==> config.mk <==
export PLATFORM = sky130hd
export DESIGN_NAME = mgp_top
export DESIGN_NICKNAME = d
export VERILOG_FILES = /design/src/rtl/mgp_pkg.sv /design/src/rtl/mgp_ctrl.sv /design/src/rtl/mgp_regs.sv /design/src/rtl/mgp_sense.sv /design/src/rtl/mgp_top.sv
export SDC_FILE = /design/constraint.sdc
export NUM_CORES = 1
export LEC_CHECK = 0
export BUFFER_PORTS_ARGS = -buffer_cell sky130_fd_sc_hd__buf_4
export CAP_MARGIN = 20
export CORE_AREA = 5 5 91 93
export DETAILED_ROUTE_END_ITERATION = 8
export DIE_AREA = 0 0 96 98
export PLACE_DENSITY = 0.75
export SLEW_MARGIN = 15
export SYNTH_ARGS = -nofsm -noshare
export SYNTH_HDL_FRONTEND = slang
export SYNTH_SLANG_ARGS = --single-unit
==> constraint.sdc <==
create_clock -name clk -period 1.6 [get_ports clk]
set_input_delay 0.08 -clock clk [delete_from_list [all_inputs] [get_ports clk]]
set_output_delay 0.08 -clock clk [all_outputs]
set_load 0.02 [all_outputs]
==> src/rtl/mgp_pkg.sv <==
package mgp_pkg;

  localparam logic [7:0] OFS_DIR   = 8'h00;
  localparam logic [7:0] OFS_OUT   = 8'h08;
  localparam logic [7:0] OFS_STATE = 8'h0C;
  localparam logic [7:0] OFS_IEN   = 8'h10;
  localparam logic [7:0] OFS_CTL   = 8'h14;

  // bit 1 = hold block in reset, bit 0 = clock enable
  typedef struct packed {
    logic rst_hold;
    logic clk_on;
  } ctl_t;

  localparam ctl_t CTL_POWERUP = '{rst_hold: 1'b1, clk_on: 1'b0};

endpackage

==> src/rtl/mgp_ctrl.sv <==
module mgp_ctrl
  import mgp_pkg::*;
#(
  parameter int ADDR_W = 8
) (
  input  logic              clk,
  input  logic              rst_n,
  input  logic              reg_wr,
  input  logic [ADDR_W-1:0] reg_addr,
  input  logic [1:0]        wbits,
  output ctl_t              ctl_q,
  output logic              ctl_we,
  output logic              blk_rst,
  output logic              blk_run
);

  assign ctl_we = reg_wr && (reg_addr == ADDR_W'(OFS_CTL));

  always_ff @(posedge clk or negedge rst_n) begin
    if (!rst_n)      ctl_q <= CTL_POWERUP;
    else if (ctl_we) ctl_q <= ctl_t'(wbits);
  end

  // reset takes priority over the clock enable
  assign blk_rst = ctl_q.rst_hold;
  assign blk_run = ctl_q.clk_on && !ctl_q.rst_hold;

endmodule

==> src/rtl/mgp_regs.sv <==
module mgp_regs
  import mgp_pkg::*;
#(
  parameter int NPIN   = 16,
  parameter int NSH    = 8,
  parameter int ADDR_W = 8,
  localparam int DW    = 2 * NPIN
) (
  input  logic              clk,
  input  logic              rst_n,
  input  logic              blk_rst,
  input  logic              blk_run,
  input  logic              reg_wr,
  input  logic [ADDR_W-1:0] reg_addr,
  input  logic [DW-1:0]     reg_wdata,
  output logic [NPIN-1:0]   dir_q,
  output logic [NPIN-1:0]   out_q,
  output logic [NSH-1:0]    ien_q,
  output logic              out_we
);

  function automatic logic [NPIN-1:0] masked_merge(
    input logic [NPIN-1:0] prev,
    input logic [NPIN-1:0] sel,
    input logic [NPIN-1:0] val
  );
    return (prev & ~sel) | (val & sel);
  endfunction

  logic dir_we, ien_we;

  assign dir_we = blk_run && reg_wr && (reg_addr == ADDR_W'(OFS_DIR));
  assign out_we = blk_run && reg_wr && (reg_addr == ADDR_W'(OFS_OUT));
  assign ien_we = blk_run && reg_wr && (reg_addr == ADDR_W'(OFS_IEN));

  always_ff @(posedge clk or negedge rst_n) begin
    if (!rst_n) begin
      dir_q <= '0;
      out_q <= '0;
      ien_q <= '0;
    end else if (blk_rst) begin
      dir_q <= '0;
      out_q <= '0;
      ien_q <= '0;
    end else begin
      if (dir_we) dir_q <= reg_wdata[NPIN-1:0];
      if (out_we) out_q <= masked_merge(out_q, reg_wdata[DW-1:NPIN], reg_wdata[NPIN-1:0]);
      if (ien_we) ien_q <= reg_wdata[NSH-1:0];
    end
  end

endmodule

==> src/rtl/mgp_sense.sv <==
module mgp_sense #(
  parameter int NPIN  = 16,
  parameter int SH_LO = 8,
  localparam int NSH  = NPIN - SH_LO
) (
  input  logic            clk,
  input  logic            rst_n,
  input  logic            blk_rst,
  input  logic            blk_run,
  input  logic [NPIN-1:0] pin_in,
  input  logic [NSH-1:0]  ien_q,
  output logic [NPIN-1:0] pin_q,
  output logic            irq_q
);

  logic [NSH-1:0] grp_hit;

  for (genvar gi = 0; gi < NSH; gi++) begin : g_grp
    assign grp_hit[gi] = pin_in[SH_LO+gi] & ien_q[gi];
  end

  always_ff @(posedge clk or negedge rst_n) begin
    if (!rst_n) begin
      pin_q <= '0;
      irq_q <= 1'b0;
    end else if (blk_rst) begin
      pin_q <= '0;
      irq_q <= 1'b0;
    end else if (blk_run) begin
      pin_q <= pin_in;
      irq_q <= |grp_hit;
    end
  end

endmodule

==> src/rtl/mgp_top.sv <==
module mgp_top
  import mgp_pkg::*;
#(
  parameter int NUM_PINS  = 16,
  parameter int SHARED_LO = 8,
  parameter int ADDR_W    = 8,
  localparam int DW       = 2 * NUM_PINS,
  localparam int NSH      = NUM_PINS - SHARED_LO
) (
  input  logic                clk,
  input  logic                rst_n,
  input  logic                reg_wr,
  input  logic [ADDR_W-1:0]   reg_addr,
  input  logic [DW-1:0]       reg_wdata,
  output logic [DW-1:0]       reg_rdata,
  input  logic [NUM_PINS-1:0] pin_in,
  output logic [NUM_PINS-1:0] pin_out,
  output logic [NUM_PINS-1:0] pin_oe,
  output logic                shared_irq
);

  ctl_t                ctl_q;
  logic [1:0]          ctl_bits;
  logic                ctl_we, blk_rst, blk_run, out_we;
  logic [NUM_PINS-1:0] dir_q, out_q, pin_q;
  logic [NSH-1:0]      ien_q;

  mgp_ctrl #(.ADDR_W(ADDR_W)) u_ctrl (
    .clk(clk), .rst_n(rst_n), .reg_wr(reg_wr), .reg_addr(reg_addr),
    .wbits(reg_wdata[1:0]), .ctl_q(ctl_q), .ctl_we(ctl_we),
    .blk_rst(blk_rst), .blk_run(blk_run)
  );

  mgp_regs #(.NPIN(NUM_PINS), .NSH(NSH), .ADDR_W(ADDR_W)) u_regs (
    .clk(clk), .rst_n(rst_n), .blk_rst(blk_rst), .blk_run(blk_run),
    .reg_wr(reg_wr), .reg_addr(reg_addr), .reg_wdata(reg_wdata),
    .dir_q(dir_q), .out_q(out_q), .ien_q(ien_q), .out_we(out_we)
  );

  mgp_sense #(.NPIN(NUM_PINS), .SH_LO(SHARED_LO)) u_sense (
    .clk(clk), .rst_n(rst_n), .blk_rst(blk_rst), .blk_run(blk_run),
    .pin_in(pin_in), .ien_q(ien_q), .pin_q(pin_q), .irq_q(shared_irq)
  );

  assign ctl_bits = ctl_q;
  assign pin_out  = out_q;
  assign pin_oe   = dir_q;

  always_comb begin
    unique case (reg_addr)
      ADDR_W'(OFS_DIR):   reg_rdata = DW'(dir_q);
      ADDR_W'(OFS_STATE): reg_rdata = DW'(pin_q);
      ADDR_W'(OFS_IEN):   reg_rdata = DW'(ien_q);
      ADDR_W'(OFS_CTL):   reg_rdata = DW'(ctl_bits);
      default:            reg_rdata = '0;
    endcase
  end

endmodule

# Word level (Yosys, flattened, before mapping)
# Cells that the tools add are included.
# W data, S select, Z words.
# word_totals
register_bits	59
# op_classes
eq_ne	4
mux	11
bitwise	12
reduce_logical	13
# ops
operator	n
$mux W16	6
$pmux W16 S4	1
$and A16 B16 Y16	2
$eq A8 B4 Y1 const B	2
$eq A8 B5 Y1 const B	2
$mux W8	2
$not A16 Y16	1
$or A16 B16 Y16	1
$and A1 B1 Y1	8
$logic_not A8 Y1	1
$reduce_bool A2 Y1	4
$reduce_or A8 Y1	1
$logic_and A1 B1 Y1	6
$mux W1	2
$logic_not A1 Y1	1

# Logic depth before layout (Yosys ltp)
# logic_depth
ltp_word	6
mapped_depth	6
mapped_depth_nobuf	3

# By module
# A second synthesis with hierarchy kept.
# unflattened
cells_unflattened	344
area_unflattened_um2	3472.1
# modules_own_cells
module	n_inst	cells_per_inst	area_each_um2
mgp_regs	1	194	2082.0
mgp_sense	1	60	729.4
mgp_top	1	80	531.8
mgp_ctrl	1	10	128.9

# Least setup slack after synthesis
# OpenSTA, ideal clock, no wires.
# synth_path
path_type	register -> register
startpoint	reg u_ctrl.ctl_q[0] (netlist name)
endpoint	reg u_regs.out_q[4]
setup_ns	0.136
arrival_ns	1.545
setup_slack_ns	-0.081
stages_incl_launch_ff	6
path_buffers	2
synth_period_minus_slack_ns	1.681
cell_sequence	dfrtp_1 clkbuf_1 clkbuf_1 nand3_1 o311ai_1 o41ai_1
# synth_via
elab_chain_cells	4
# synth_lines
item	line_no	rtl
$logic_and A1 B1 Y1	mgp_ctrl.sv:26	assign blk_run = ctl_q.clk_on && !ctl_q.rst_hold;
$logic_and A1 B1 Y1 (2 in a row)	mgp_regs.sv:33	assign out_we = blk_run && reg_wr && (reg_addr == ADDR_W'(OFS_OUT));
$reduce_bool A2 Y1 (no line)	-	
end signal: assignment	mgp_regs.sv:47	if (out_we) out_q <= masked_merge(out_q, reg_wdata[DW-1:NPIN], reg_wdata[NPIN-1:0]);
end: declaration	mgp_regs.sv:17	output logic [NPIN-1:0] out_q,
# Every way passes these cells.
# A chain may end at the register's enable or synchronous reset.

# Worst setup path in the final report
# layout_path
startpoint	in reg_addr[5]
endpoint	out reg_rdata[6]
# layout_via
elab_chain_cells	2
# layout_lines
item	line_no	rtl
start: declaration	mgp_top.sv:13	input logic [ADDR_W-1:0] reg_addr,
$eq A8 B5 Y1, or another cell as far along	mgp_top.sv:50	unique case (reg_addr)
$pmux W16 S4 (*)	mgp_top.sv:50	
end: declaration	mgp_top.sv:15	output logic [DW-1:0] reg_rdata,
# Mark *: on every way between the ends. The rest lies on a longest branch, timed or not.

==> out/results.ini <==
[run_status]
status=finished, violations left
violations=setup timing

[synth]
yosys.area.top_type=dfrtp_1
yosys-top-cells-area=dfrtp_1 46%, mux2i_1 8.0%, o311ai_0 7.0%
yosysWarnings=0
synth_most_common_cell=dfrtp_1
synth.avg_cell_area_sq_um=10.1
ys_types=37
async_flop_share_pct=100
syn_inst=310
synth-seq-area-share_pct=47.3
synth_seq_cells=59
synth_edf_count=0
ys_top_cells_by_count=58 x dfrtp_1, 25 x mux2i_1, 25 x o311ai_0
synth_flop_cell=dfrtp_1
yosysTopAreaCellShare_pct=46.4
synth.cell_area_sq_um=3130

[power_and_ir_drop]
ir_worst_vdd_mv=0.512
seq_power_share_pct=42.2
internal_power_uw=3130
p_sw_share_pct=28.3
power_switching_uw=1240
power.density_nw_per_um2=935
cellLeakagePower_uw=0.00225
clkPwrFrac_pct=38.3
total_power_uw=4370
p_comb_share_pct=19.5

[placement]
hpwlAfterDp_um=7420
place.gp.congestion=0.858
port_buffers=107
dpl_cell_area_sq_um=4140
dp_cells=518

[job]
drv_cap=0

[global_routing]
grtUsageTotal_pct=22.7
grt_max_degree=60
grt_antenna_before_repair=0
grt_overflow=0
grt_pass1_vias=3141
grt_pass1_wl_um=16600

[worst_setup_path]
crit_required_ns=1.52
worstPathArrival_ns=1.57
critPathKind=in -> out
cp-end-kind=output port
crit_path_max_fanout=8
start_kind=input port
worstRegToRegCells=4

[clock_tree]
cts.clk_slew.worst_paths_ns=0.07
cts_max_level=3
cts_tree=done
numCtsBuffers=9
insertion_delay_ns=0.34
clock_path_buffers=2
cts.sinks=59
clockRootBuffer=clkbuf_8

[route]
routed.top_layer=met4
dr.pass1.iters=5
ant_nets=0
via_count=3079
viasPerCell=5.58
drt-met1-wl_um=4380
drt_first_iter_violations=266
met2WireLength_um=5200
remaining_drc_errors=0
dr_wl_met3_um=675
wirelength_um=10400
wl_per_cell_um=18.8

[cells_and_area]
drive_above_1_share_pct=36.7
finalNonFillerCells=552
fin_nets=504
diodes=0
final_util_pct=62.7
fin_area_sq_um=4670
syn2layout_area_growth_pct=49.4

[sta]
layout_setup_ws_ns=-0.0533
skew_ns=0.00519
setup_viol=16
fmax_mhz=605
fin_crit_sh_pct=103
hold_viol=0
rsz0062_at_grt=yes
fin_tns_setup_ns=-0.483
min_period_ns=1.65
maxSlewViolCount=0
tightest_slew_ns=0.748
slew_headroom_pct=50.2

[floorplanning]
die_width_um=96
io_pins=124
start_util_pct=42.0
rows=32
dieHeight_um=98
die-area_sq_um=9410
core-area_sq_um=7450

[hold_path]
min_path_type=in -> reg
whs_path_depth=3

worst paths after layout:
kind | startpoint | endpoint | slack [ns]
max in group asynchronous | rst_n | u_regs.out_q[7] | 0.76
max reg2reg | u_ctrl.ctl_q[0] | u_regs.out_q[13] | 0.10
min reg2reg | u_sense.pin_q[3] | u_sense.pin_q[3] | 0.52
min | reg_wdata[9] | u_regs.out_q[9] | 0.005
max | reg_addr[5] | reg_rdata[6] | -0.05
min in group asynchronous | rst_n | u_sense.pin_q[5] | 0.35
final cells by class:
| cell class | instances | area (sq um) |
|---|---|---|
| clock buffer | 9 | 124 |
| clock inverter | 7 | 116 |
| fill | 638 | 2780 |
| inverter | 13 | 48.8 |
| multi-input combinational | 209 | 1450 |
| sequential | 59 | 1480 |
| tap | 102 | 128 |
| timing repair buffer | 153 | 1330 |
cells in the final DEF, fill, tap and decap left out, types with 3 or more instances in the layout:
master         instances
a221o_1                8
dlygate4sd3_1         15
nor2_1                17
buf_6                 19
nand2_1               15
a22o_1                 8
dfrtp_1               58
o21ai_0               22
mux2i_1               25
or4_1                  8
and3_1                 7
o311ai_0              24
buf_12                 4
clkbuf_8               9
a21oi_1                7
nand4_1                7
o31ai_1                8
nand3_1               11
conb_1                16
bufinv_16              3
inv_1                 13
buf_4                114
timing repair:
| action | in CTS | in global routing |
|---|---|---|
| pin swaps | 2 | 3 |
| endpoints found under the hold margin | 72 | 0 |
| setup endpoints to repair | 25 | 19 |
| gates cloned | 1 | 0 |
| setup buffers | 2 | 0 |
| hold buffers | 15 | 0 |
| gates resized for setup | 14 | 13 |
cell families after synthesis:
logic type	after synthesis	synth area share, %
DFF	59	47.3
AOI/OAI and AO/OA	86	20.5
and+or+nand+nor	80	14.3
buffers and inverters	57	9.13
muxes	27	8.73
other	1	0.120
metal layers:
metal  vias to the layer above  track usage [%]
met5                         -                0
met4                         0             6.13
met3                        11             4.85
met2                       120             35.4
met1                      1526             32.0
li1                       1422                -
flip-flops by register name, summed over array words and instances (netlist names):
signal / cells
u_ctrl.blk_rst: 1
u_sense.pin_q: 16
u_regs.out_q: 16
u_ctrl.ctl_q: 1
u_regs.dir_q: 16
u_regs.ien_q: 8
u_sense.irq_q: 1
power groups by stage:
stage | logic (uW) | registers [uW] | clock network (uW)
3_5_place_dp | 816 | 1870 | 0
5_1_grt | 937 | 1870 | 1750
2_1_floorplan | 350 | 1930 | 0
3_3_place_gp | 788 | 1860 | 0
4_1_cts | 853 | 1840 | 1680
6_report | 854 | 1840 | 1670
critical path, stage by stage:
cell and delay (ns):
buf_6 0.10, or4_4 0.55, nor4_4 0.25, buf_6 0.18, buf_12 0.14, a221o_1 0.16
buf_6 0.12
through the flow:
stage / worst slack, ns / hold WS [ns]
floorplan: -0.0164 / -0.216
global placement: -0.0703 / 0.191
detailed placement: -0.137 / 0.197
CTS: -0.0110 / 0.000641
global route: -0.0885 / 0.0159
finish: -0.0533 / 0.00522
No activity file was read; power rests on OpenSTA's default activity.
